===== config.mk =====
export PLATFORM = sky130hd
export DESIGN_NAME = pio_timer_ctrl
export DESIGN_NICKNAME = d
export VERILOG_FILES = /design/src/rtl/pio_tmr_pkg.sv /design/src/rtl/pio_port_reg.sv /design/src/rtl/pio_timer_core.sv /design/src/rtl/pio_timer_ctrl.sv
export SDC_FILE = /design/constraint.sdc
export NUM_CORES = 1
export LEC_CHECK = 0
export BUFFER_PORTS_ARGS = -buffer_cell sky130_fd_sc_hd__buf_2
export CAP_MARGIN = 20
export CORE_ASPECT_RATIO = 1.5
export CORE_MARGIN = 2
export CORE_UTILIZATION = 51
export DETAILED_ROUTE_END_ITERATION = 8
export PLACE_DENSITY = 0.76
export SYNTH_ARGS = -nofsm -noshare
export SYNTH_HDL_FRONTEND = slang
export SYNTH_SLANG_ARGS = --single-unit

===== constraint.sdc =====
create_clock -name clk -period 2.4 [get_ports clk]
set_input_delay 0.48 -clock clk [delete_from_list [all_inputs] [get_ports clk]]
set_output_delay 0.48 -clock clk [all_outputs]
set_load 0.005 [all_outputs]

===== src/rtl/pio_tmr_pkg.sv =====
`timescale 1ns/1ps
// Package: shared register-select codes, timer commands and timer modes.
// Assumes a 3-bit register select at the block edge.
package pio_tmr_pkg;
    typedef logic [2:0] rsel_t;
    localparam rsel_t RSEL_CTRL = 3'd0;
    localparam rsel_t RSEL_PA   = 3'd1;
    localparam rsel_t RSEL_PB   = 3'd2;
    localparam rsel_t RSEL_PC   = 3'd3;
    localparam rsel_t RSEL_TLO  = 3'd4;
    localparam rsel_t RSEL_THI  = 3'd5;

    typedef enum logic [1:0] {
        TCMD_NOP     = 2'b00,
        TCMD_HALT    = 2'b01,
        TCMD_HALT_TC = 2'b10,
        TCMD_GO      = 2'b11
    } tcmd_e;

    // bit 0 set = repeating, bit 1 set = pulse shape
    typedef enum logic [1:0] {
        TMODE_SQ_ONCE = 2'b00,
        TMODE_SQ_LOOP = 2'b01,
        TMODE_PL_ONCE = 2'b10,
        TMODE_PL_LOOP = 2'b11
    } tmode_e;
endpackage


===== src/rtl/pio_port_reg.sv =====
`timescale 1ns/1ps
// Module: one I/O port register of parameterised width.
// Holds the driven value, and merges it with the pin inputs for reads
// using a per-bit drive enable supplied by the control logic.
// Assumes the write strobe is already qualified by the address decode.
module pio_port_reg #(
    parameter int W = 8
) (
    input  logic         clk,
    input  logic         rst_n,
    input  logic         wr_stb,
    input  logic [W-1:0] wr_val,
    input  logic [W-1:0] oe,
    input  logic [W-1:0] pin_in,
    output logic [W-1:0] drv,
    output logic [W-1:0] rd_val
);
    // Capture the value written for the port's outputs.
    always_ff @(posedge clk) begin
        if (!rst_n)      drv <= '0;
        else if (wr_stb) drv <= wr_val;
    end

    // Read view: driven value on output bits, pin value on input bits.
    always_comb rd_val = (drv & oe) | (pin_in & ~oe);
endmodule


===== src/rtl/pio_timer_core.sv =====
`timescale 1ns/1ps
// Module: down-counting interval timer with deferred commands.
// Counts from the active length to 1, the terminal-count cycle, then reloads
// the length or ends the run. Stop-after-terminal-count and restart while
// running are held as pending flags that act on the terminal-count edge.
// Assumes at most one command strobe per cycle.
module pio_timer_core
    import pio_tmr_pkg::*;
#(
    parameter int CNT_W = 14
) (
    input  logic             clk,
    input  logic             rst_n,
    input  logic [CNT_W-1:0] load_val,
    input  logic [1:0]       load_mode,
    input  logic             cmd_stb,
    input  tcmd_e            cmd,
    output logic [CNT_W-1:0] cnt_o,
    output logic [1:0]       mode_o,
    output logic             tc_o,
    output logic             wave_o
);
    localparam logic [CNT_W-1:0] MIN_LEN = CNT_W'(2);
    localparam logic [CNT_W-1:0] ONE     = CNT_W'(1);

    logic             running, halt_pend, reload_pend;
    logic [CNT_W-1:0] cnt, cur_len, eff_len;
    logic [1:0]       cur_mode;
    logic             at_tc, end_run, run_after;

    // Clamp the programmed length and decide what this edge does to the run.
    always_comb begin
        eff_len   = (load_val < MIN_LEN) ? MIN_LEN : load_val;
        at_tc     = running && (cnt == ONE);
        end_run   = at_tc && (halt_pend || (!cur_mode[0] && !reload_pend));
        run_after = running && !end_run;
    end

    // Count, reload at terminal count, then apply any command on top.
    always_ff @(posedge clk) begin
        if (!rst_n) begin
            running     <= 1'b0;
            halt_pend   <= 1'b0;
            reload_pend <= 1'b0;
            cnt         <= '0;
            cur_len     <= MIN_LEN;
            cur_mode    <= 2'b00;
        end else begin
            if (running) begin
                if (!at_tc) begin
                    cnt <= cnt - ONE;
                end else if (end_run) begin
                    running     <= 1'b0;
                    halt_pend   <= 1'b0;
                    reload_pend <= 1'b0;
                    cnt         <= cur_len;
                end else if (reload_pend) begin
                    cnt         <= eff_len;
                    cur_len     <= eff_len;
                    cur_mode    <= load_mode;
                    reload_pend <= 1'b0;
                end else begin
                    cnt <= cur_len;
                end
            end
            if (cmd_stb) begin
                case (cmd)
                    TCMD_HALT: if (run_after) begin
                        running     <= 1'b0;
                        halt_pend   <= 1'b0;
                        reload_pend <= 1'b0;
                    end
                    TCMD_HALT_TC: if (run_after) begin
                        halt_pend   <= 1'b1;
                        reload_pend <= 1'b0;
                    end
                    TCMD_GO: if (run_after) begin
                        reload_pend <= 1'b1;
                        halt_pend   <= 1'b0;
                    end else begin
                        running     <= 1'b1;
                        cnt         <= eff_len;
                        cur_len     <= eff_len;
                        cur_mode    <= load_mode;
                        halt_pend   <= 1'b0;
                        reload_pend <= 1'b0;
                    end
                    default: ;
                endcase
            end
        end
    end

    // Output shape: high when idle, square by half-period, or low pulse at terminal count.
    always_comb wave_o = !running ||
                         (cur_mode[1] ? (cnt != ONE) : (cnt > (cur_len >> 1)));

    assign cnt_o  = cnt;
    assign mode_o = cur_mode;
    assign tc_o   = at_tc;

    // a running count above 1 steps down by exactly one
    a_r5_count_step: assert property (@(posedge clk) disable iff (!rst_n)
        (running && cnt > ONE) |=> (cnt == $past(cnt) - ONE));

    // a single mode ends after its terminal count unless a restart is queued or issued
    a_r7_single_ends: assert property (@(posedge clk) disable iff (!rst_n)
        (at_tc && !cur_mode[0] && !reload_pend && !(cmd_stb && cmd == TCMD_GO))
        |=> !running);

    // a stop-now command leaves the timer idle
    a_r4_halt_now: assert property (@(posedge clk) disable iff (!rst_n)
        (cmd_stb && cmd == TCMD_HALT) |=> !running);

    // a running timer never has a length below 2 or a count outside 1..length
    a_r9_len_floor: assert property (@(posedge clk) disable iff (!rst_n)
        running |-> (cur_len >= MIN_LEN && cnt >= ONE && cnt <= cur_len));

    // the waveform is high after any edge that leaves the timer idle
    a_r8_idle_high: assert property (@(posedge clk) disable iff (!rst_n)
        (cmd_stb && cmd == TCMD_HALT) |=> wave_o);
endmodule


===== src/rtl/pio_timer_ctrl.sv =====
`timescale 1ns/1ps
// Module: top of the port and timer controller.
// Decodes the register window, holds port direction and timer length/mode
// registers, keeps the terminal-count status flag and muxes read data.
// Assumes one register access per cycle and single-cycle strobes.
module pio_timer_ctrl
    import pio_tmr_pkg::*;
#(
    parameter int DATA_W = 8,
    parameter int CNT_W  = 14,
    parameter int PC_W   = 6
) (
    input  logic              clk,
    input  logic              rst_n,
    input  logic [2:0]        addr,
    input  logic              wr_en,
    input  logic              rd_en,
    input  logic [DATA_W-1:0] wdata,
    output logic [DATA_W-1:0] rdata,
    input  logic [DATA_W-1:0] pa_in,
    output logic [DATA_W-1:0] pa_out,
    output logic              pa_oe,
    input  logic [DATA_W-1:0] pb_in,
    output logic [DATA_W-1:0] pb_out,
    output logic              pb_oe,
    input  logic [PC_W-1:0]   pc_in,
    output logic [PC_W-1:0]   pc_out,
    output logic [PC_W-1:0]   pc_oe,
    output logic              tmr_out
);
    localparam int HI_W     = CNT_W - DATA_W;
    localparam int MODE_W   = 2 * DATA_W - CNT_W;
    localparam int PC_HALF  = PC_W / 2;
    localparam int FLAG_BIT = 6;

    logic              dir_a, dir_b, tc_flag;
    logic [1:0]        pc_sel;
    logic [DATA_W-1:0] len_lo;
    logic [HI_W-1:0]   len_hi;
    logic [MODE_W-1:0] len_mode;
    logic [DATA_W-1:0] pa_rd, pb_rd;
    logic [PC_W-1:0]   pc_rd;
    logic [CNT_W-1:0]  cnt;
    logic [1:0]        mode_act;
    logic              tc, wave, cmd_stb;
    tcmd_e             cmd;

    // Decode the command strobe and field.
    always_comb begin
        cmd_stb = wr_en && (addr == RSEL_CTRL);
        cmd     = tcmd_e'(wdata[DATA_W-1 -: 2]);
    end

    // Control and timer length registers.
    always_ff @(posedge clk) begin
        if (!rst_n) begin
            dir_a    <= 1'b0;
            dir_b    <= 1'b0;
            pc_sel   <= 2'b00;
            len_lo   <= '0;
            len_hi   <= '0;
            len_mode <= '0;
        end else if (wr_en) begin
            case (addr)
                RSEL_CTRL: begin
                    dir_a  <= wdata[0];
                    dir_b  <= wdata[1];
                    pc_sel <= wdata[3:2];
                end
                RSEL_TLO: len_lo <= wdata;
                RSEL_THI: begin
                    len_hi   <= wdata[HI_W-1:0];
                    len_mode <= wdata[DATA_W-1:HI_W];
                end
                default: ;
            endcase
        end
    end

    // Port C drive enables: lower half follows select bit 0, upper half bit 1.
    generate
        for (genvar i = 0; i < PC_W; i++) begin : g_pc_oe
            if (i < PC_HALF) begin : g_lo
                assign pc_oe[i] = pc_sel[0];
            end else begin : g_hi
                assign pc_oe[i] = pc_sel[1];
            end
        end
    endgenerate

    assign pa_oe = dir_a;
    assign pb_oe = dir_b;

    pio_port_reg #(.W(DATA_W)) u_port_a (
        .clk(clk), .rst_n(rst_n), .wr_stb(wr_en && addr == RSEL_PA),
        .wr_val(wdata), .oe({DATA_W{dir_a}}), .pin_in(pa_in),
        .drv(pa_out), .rd_val(pa_rd));

    pio_port_reg #(.W(DATA_W)) u_port_b (
        .clk(clk), .rst_n(rst_n), .wr_stb(wr_en && addr == RSEL_PB),
        .wr_val(wdata), .oe({DATA_W{dir_b}}), .pin_in(pb_in),
        .drv(pb_out), .rd_val(pb_rd));

    pio_port_reg #(.W(PC_W)) u_port_c (
        .clk(clk), .rst_n(rst_n), .wr_stb(wr_en && addr == RSEL_PC),
        .wr_val(wdata[PC_W-1:0]), .oe(pc_oe), .pin_in(pc_in),
        .drv(pc_out), .rd_val(pc_rd));

    pio_timer_core #(.CNT_W(CNT_W)) u_timer (
        .clk(clk), .rst_n(rst_n), .load_val({len_hi, len_lo}),
        .load_mode(len_mode), .cmd_stb(cmd_stb), .cmd(cmd),
        .cnt_o(cnt), .mode_o(mode_act), .tc_o(tc), .wave_o(wave));

    assign tmr_out = wave;

    // Status flag: set on terminal count, cleared by a status read; set wins.
    always_ff @(posedge clk) begin
        if (!rst_n)                            tc_flag <= 1'b0;
        else if (tc)                           tc_flag <= 1'b1;
        else if (rd_en && addr == RSEL_CTRL)   tc_flag <= 1'b0;
    end

    // Read data mux for the selected register.
    always_comb begin
        rdata = '0;
        case (addr)
            RSEL_CTRL: rdata[FLAG_BIT] = tc_flag;
            RSEL_PA:   rdata = pa_rd;
            RSEL_PB:   rdata = pb_rd;
            RSEL_PC:   rdata[PC_W-1:0] = pc_rd;
            RSEL_TLO:  rdata = cnt[DATA_W-1:0];
            RSEL_THI:  rdata = {mode_act, cnt[CNT_W-1:DATA_W]};
            default:   rdata = '0;
        endcase
    end

    // terminal count always leaves the flag set on the next cycle
    a_r10_flag_on_tc: assert property (@(posedge clk) disable iff (!rst_n)
        tc |=> tc_flag);

    // with no terminal count, a status read leaves the flag clear
    a_r10_read_clears: assert property (@(posedge clk) disable iff (!rst_n)
        (rd_en && addr == RSEL_CTRL && !tc) |=> !tc_flag);

    // a write to an unmapped address leaves the port directions unchanged
    a_r1_unmapped_write: assert property (@(posedge clk) disable iff (!rst_n)
        (wr_en && addr > RSEL_THI) |=> ($stable(pa_oe) && $stable(pb_oe) && $stable(pc_oe)));
endmodule


==> results.sh, run 1 <==
export IMPL_finalMaxSlewViolations=0
export IMPL_drt_iter0_markers=399
export IMPL_nFillCells=684
export IMPL_clockRootBuffer="clkbuf_16"
export IMPL_portBuffers=75
export IMPL_r2r_end="u_timer.cur_len[0]"
export IMPL_setup_ws_ns=-0.258
export IMPL_ir_drop_uv=392
export IMPL_crit_path_start="u_timer.cnt_o[5]"
export IMPL_finalSetupTns_ns=-0.382
export IMPL_rows=41
export IMPL_final_nets=728
export IMPL_ys_types=51
export IMPL_route_vias_total=4754
export IMPL_synth_area_um2=4470
export IMPL_yosys_area_top_type_share_pct=34.0
export IMPL_rsz0062_at_grt="yes"
export IMPL_io_pin_count=76
export IMPL_finalHoldViolCount=0
export IMPL_start_util_pct=52.8
export IMPL_cp_slowest_cell="or3_4"
export IMPL_worst_path_buf_inv=1
export IMPL_areaGrowthSynthToFinish_pct=27.9
export IMPL_max_freq_ghz=0.376
export IMPL_holdWs_ns=0.432
export IMPL_cp_num_cells=7
export IMPL_p_leak_nw=2.45
export IMPL_path_cells="ha_1, nand4_1, a21oi_1, or3_4, a221oi_4, o311ai_2, buf_2"
export IMPL_ys_flop_type="dfxtp_1"
export IMPL_grt_pass1_vias=4513
export IMPL_place_congestion=1.01
export IMPL_first_pass_iters=5
export IMPL_grt_antenna_before_repair=0
export IMPL_placed_area_um2=5120
export IMPL_synth_edf_count=0
export IMPL_syn_nets=630
export IMPL_setup_violations=10
export IMPL_die_x_um=80.4
export IMPL_synth_warnings=0
export IMPL_die_h_um=119
export IMPL_failed_checks="negative setup slack"
export IMPL_wl_um=15100
export IMPL_run_status="finished, violations left"
export IMPL_start_kind="register"
export IMPL_layout_min_cycle_time_ns=2.66
export IMPL_dpl_hpwl_um=10600
export IMPL_avgRoutedWirePerCell_um=19.2
export IMPL_cts_tree="built"
export IMPL_grtUsageTotal_pct=31.4
export IMPL_grt_pass1_wl_um=22800
export IMPL_worstPathMaxFanout=3
export IMPL_synth_ff_latch_count=76
export IMPL_async_reset_ff_share_pct=0
export IMPL_htree_levels=3
export IMPL_grt_ovfl_total=0
export IMPL_cts_sinks=76
export IMPL_viasPerCell=6.07
export IMPL_clk_pin_slew_worst_paths_ns=0.06
export IMPL_worst_slew_pin_slew_ns=0.561
export IMPL_cp_top_family="simple AND/OR/NAND/NOR gates"
export IMPL_dieArea_um2=9540
export IMPL_preCtsSetupSlack_ns=-0.00787
export IMPL_grt_max_degree=50
export IMPL_drc=0
export IMPL_worst_r2r_setup_slack_ns=-0.04
export IMPL_hp_class="in -> reg"
export IMPL_max_stage_delay_ns=0.40
export IMPL_ys_seq_area_share_pct=34.0
export IMPL_clock_path_buffers=2
export IMPL_cp_endpoint="tmr_out"
export IMPL_crit_required_ns=1.92
export IMPL_syn_inst=573
export IMPL_finalCritPeriodShare_pct=111
export IMPL_worst_ep_arrival_time_ns=2.18
export IMPL_postRouteAntennaNets=0
export IMPL_timing_rr_start="u_timer.cnt_o[4]"
export IMPL_skew_ns=0.00703
export IMPL_r2r_cells=7
export IMPL_holdBufCountCts=0
export IMPL_postSynthAreaPerCell_um2=7.80
export IMPL_crit_type="reg -> out"
export IMPL_synth_top_area_cell="dfxtp_1"
export IMPL_maxSlewHeadroom_pct=62.6
export IMPL_yosys_top_cells_area="dfxtp_1, mux2i_1, nand2_1"
export IMPL_max_cap_viol_count=0
export IMPL_clk_latency_ns=0.34
export IMPL_fin_area_um2=5720
export IMPL_cellPowerDensity_nw_per_um2=549
export IMPL_drive_above_1_share_pct=27.4
export IMPL_numCtsBuffers=9
export IMPL_diodes=0
export IMPL_coreArea_um2=8460
export IMPL_end_kind="output pin"
-- layout by cell type (no fill, tap or decap), types with 16 or more instances in the layout --
cell / n
a21oi_1: 51
buf_2: 75
buf_4: 46
dfxtp_1: 64
ha_1: 16
inv_1: 18
mux2i_1: 47
nand2_1: 113
nor2_1: 38
o21ai_0: 23
-- worst min-delay path by stage --
| stage | from | to | slack (ns) | cells after the start |
|---|---|---|---|---|
| after floorplan | len_lo[0] | len_lo[0] | 0.43 | 2 |
| after global placement | len_mode[1] | len_mode[1] | 0.44 | 2 |
| after detailed placement | len_mode[0] | len_mode[0] | 0.45 | 2 |
| after CTS | rd_en | tc_flag | 0.42 | 4 |
| after global routing | rd_en | tc_flag | 0.46 | 4 |
| final | rd_en | tc_flag | 0.43 | 4 |
-- registers in the layout, summed over array words and instances (netlist names) --
signal	count
pc_sel	2
u_timer.reload_pend	1
u_port_b.drv	8
len_lo	8
len_mode	2
tc_flag	1
u_port_c.drv	6
len_hi	6
u_timer.mode_o	2
u_timer.halt_pend	1
u_port_a.drv	8
u_timer.cnt_o	14
pb_oe	1
u_timer.running	1
pa_oe	1
u_timer.cur_len	14
-- layer usage --
metal / vias up / wire, um / track usage [%]
met4: 0 / 1030 / 19.6
met3: 74 / 1140 / 6.11
met5: - / 0 / 0
met1: 2175 / 5390 / 34.8
li1: 2221 / - / -
met2: 284 / 7500 / 53.6
-- final cells by class --
class	count	area, um^2	share of cell area, %
clock buffers	9	225	3.94
clock inverters	7	106	1.86
inverters	20	77.6	1.36
multi-input cells	437	2800	49.0
flip-flops and latches	76	1540	27.0
well taps	107	134	2.34
repair buffers	127	833	14.6
-- worst min-delay path, cell delays in order --
cell     delay (ns)
buf_2          0.09
nand2_1        0.04
nand2_1        0.06
a21oi_1        0.06
-- cell families after synthesis --
kind of cell | count (synthesis) | synth area share [%]
AO/OA/AOI/OAI | 134 | 18.3
XOR/XNOR | 5 | 0.980
adder cells (fa/ha/maj) | 20 | 5.60
buffers and inverters | 60 | 5.93
flip-flops | 76 | 34.0
multiplexers | 54 | 12.3
AND/OR/NAND/NOR | 224 | 22.9
-- Yosys cell counts, types with 3 or more instances --
| master | count |
|---|---|
| nor2_1 | 39 |
| buf_4 | 4 |
| nor3b_1 | 3 |
| nand3_1 | 11 |
| a221oi_1 | 3 |
| mux2i_1 | 47 |
| a21boi_0 | 5 |
| o22a_1 | 4 |
| mux2_2 | 7 |
| nor2b_1 | 11 |
| nor4_1 | 8 |
| nand2_1 | 114 |
| xnor2_1 | 5 |
| or3_1 | 6 |
| a21oi_1 | 52 |
| o22ai_1 | 11 |
| nand4_1 | 4 |
| nand2b_1 | 6 |
| o21ai_0 | 24 |
| ha_1 | 20 |
| o211ai_1 | 6 |
| clkbuf_1 | 31 |
| buf_6 | 3 |
| o21a_1 | 4 |
| or4_1 | 4 |
| and3_1 | 3 |
| nor3_1 | 8 |
| dfxtp_1 | 76 |
| inv_1 | 20 |
| a31oi_1 | 8 |
-- power breakdown --
part,internal [W],switching [W],total (W)
logic,0.000135,0.000184,0.000319
registers,0.00128,0.0000223,0.00130
clock network,0.000929,0.000593,0.00152
-- timing repair --
item / in CTS / in global routing
setup buffers: 2 / 6
cloned: 0 / 3
pin swaps: 5 / 9
endpoints found under the setup margin: 2 / 31
gates resized for setup: 10 / 29
-- metrics by stage --
| step | util [%] | power, W | cells |
|---|---|---|---|
| detailed placement | 60.5 | 0.00162 | 756 |
| CTS | 64.9 | 0.00314 | 774 |
| finish | 67.6 | 0.00314 | 783 |
| global placement | 60.5 | 0.00162 | 756 |
| floorplan | - | 0.00149 | 573 |
| global route | 67.6 | 0.00324 | 783 |
(Power assumes the default switching activity.)
==> run 2: changes to the inputs <==
Settings changed: SETUP_SLACK_MARGIN set to 0.4.
==> run 2 against run 1 <==
Against the previous run:
- the flow still finishes with violations (negative setup slack)
- global-route usage is 1.8 points higher
- hold slack better by 0.025 ns
- non-clock buffer count is 25 higher
- first-iteration DRC count is 5.5% higher
- worst setup slack better by 0.021 ns
- critical endpoint unchanged
- largest power group is now registers
==> results.sh, run 2 (synthesis results as in run 1) <==
export IMPL_run_status="finished, violations left"
export IMPL_failed_checks="negative setup slack"
export IMPL_start_util_pct=52.8
export IMPL_portBuffers=75
export IMPL_holdBufCountCts=0
export IMPL_setup_violations=20
export IMPL_holdWs_ns=0.457
export IMPL_viasPerCell=6.21
export IMPL_placed_cells=759
export IMPL_max_freq_ghz=0.379
export IMPL_cts_sinks=76
export IMPL_path_cells="inv_1, ha_1, nand4_1, a21oi_1, or3_4, a221oi_2, o311ai_1, buf_2"
export IMPL_skew_ns=0.00774
export IMPL_drive_above_1_share_pct=37.2
export IMPL_fin_area_um2=6350
export IMPL_start_kind="register"
export IMPL_avgRoutedWirePerCell_um=20.7
export IMPL_worst_ep_arrival_time_ns=2.16
export IMPL_grt_pass1_wl_um=24200
export IMPL_grt_max_degree=28
export IMPL_wl_um=16700
export IMPL_setup_ws_ns=-0.237
export IMPL_finalMaxSlewViolations=0
export IMPL_crit_type="reg -> out"
export IMPL_numCtsBuffers=9
export IMPL_max_cap_viol_count=0
export IMPL_mostFrequentLayoutCells="nand2_1, buf_2, dfxtp_1"
export IMPL_cts_tree="built"
export IMPL_cellPowerDensity_nw_per_um2=466
export IMPL_clock_path_buffers=2
export IMPL_worst_slew_pin_slew_ns=0.609
export IMPL_ir_drop_uv=473
export IMPL_hp_class="reg -> reg"
export IMPL_placed_area_um2=5150
export IMPL_final_common_cell="nand2_1"
export IMPL_grt_ovfl_total=0
export IMPL_io_pin_count=76
export IMPL_htree_levels=3
export IMPL_p_leak_nw=2.68
export IMPL_clk_pin_slew_worst_paths_ns=0.06
export IMPL_diodes=0
export IMPL_grt_pass1_vias=4809
export IMPL_dieArea_um2=9540
export IMPL_die_h_um=119
export IMPL_end_kind="output pin"
export IMPL_first_pass_iters=5
export IMPL_areaGrowthSynthToFinish_pct=42.2
export IMPL_power_total_w=0.00296
export IMPL_drt_iter0_markers=421
export IMPL_worstPathMaxFanout=2
export IMPL_drc=0
export IMPL_max_stage_delay_ns=0.38
export IMPL_coreArea_um2=8460
export IMPL_finalCritPeriodShare_pct=110
export IMPL_final_nets=753
export IMPL_grtUsageTotal_pct=33.2
export IMPL_utilization_pct=75.1
export IMPL_clockRootBuffer="clkbuf_16"
export IMPL_die_x_um=80.4
export IMPL_clk_latency_ns=0.35
export IMPL_maxSlewHeadroom_pct=59.4
export IMPL_cp_slowest_cell="or3_4"
export IMPL_crit_required_ns=1.92
export IMPL_rsz0062_at_grt="yes"
export IMPL_postRouteAntennaNets=0
export IMPL_layout_min_cycle_time_ns=2.64
export IMPL_grt_antenna_before_repair=0
export IMPL_final_cells=808
export IMPL_route_vias_total=5014
export IMPL_finalHoldViolCount=0
export IMPL_place_congestion=0.976
export IMPL_rows=41
export IMPL_dpl_hpwl_um=10900
[run 2: area by class of cell]
cell class	count	area (um^2)
Multi-Input combinational cell	437	3130
Fill cell	629	2110
Sequential cell	76	1560
Timing Repair Buffer	152	1170
Clock buffer	9	225
Tap cell	107	134
Inverter	20	77.6
Clock inverter	7	53.8
[run 2: metal layers]
layer	track usage [%]	part of all wire, %	vias to the layer above
li1	-	-	2279
met1	36.1	35	2321
met2	56.6	49	300
met3	5.80	7.2	114
met4	23.3	9.2	0
met5	0	0	-
[run 2: worst max-delay path: cells and delay by family (launching register included)]
kind                       cells  cell delay [ns]
AOI/OAI and AO/OA              3             0.45
DFF                            1             0.33
buffers and inverters          2             0.21
adders and majority gates      1             0.30
and+or+nand+nor                2             0.52
[run 2: path summary, 6_finish.rpt]
kind	start	to	slack [ns]	cells after the start
max	u_timer.cur_len[5]	tmr_out	-0.24	8
min	len_lo[0]	len_lo[0]	0.46	2
max reg2reg	u_timer.cnt_o[1]	u_timer.cur_len[0]	-0.20	10
min reg2reg	len_lo[0]	len_lo[0]	0.46	2
[run 2: per-stage QoR]
step / TNS [ns] / setup slack [ns]
after floorplan: -0.440 / -0.0540
after global placement: -3.79 / -0.221
after detailed placement: -4.60 / -0.248
after CTS: -0.222 / -0.222
after global routing: -3.30 / -0.323
final: -2.49 / -0.237
[run 2: power by group]
part	internal, W	switching [W]
logic	0.000173	0.000211
registers	0.00127	0.0000223
clock network	0.000703	0.000580
total	0.00215	0.000813
[run 2: what timing repair did]
action	4_1_cts	5_1_grt
gates resized for setup	99	69
setup buffers	16	12
hold endpoints to repair	0	0
pin swaps	18	22
gates cloned	2	3
endpoints found under the setup margin	42	42
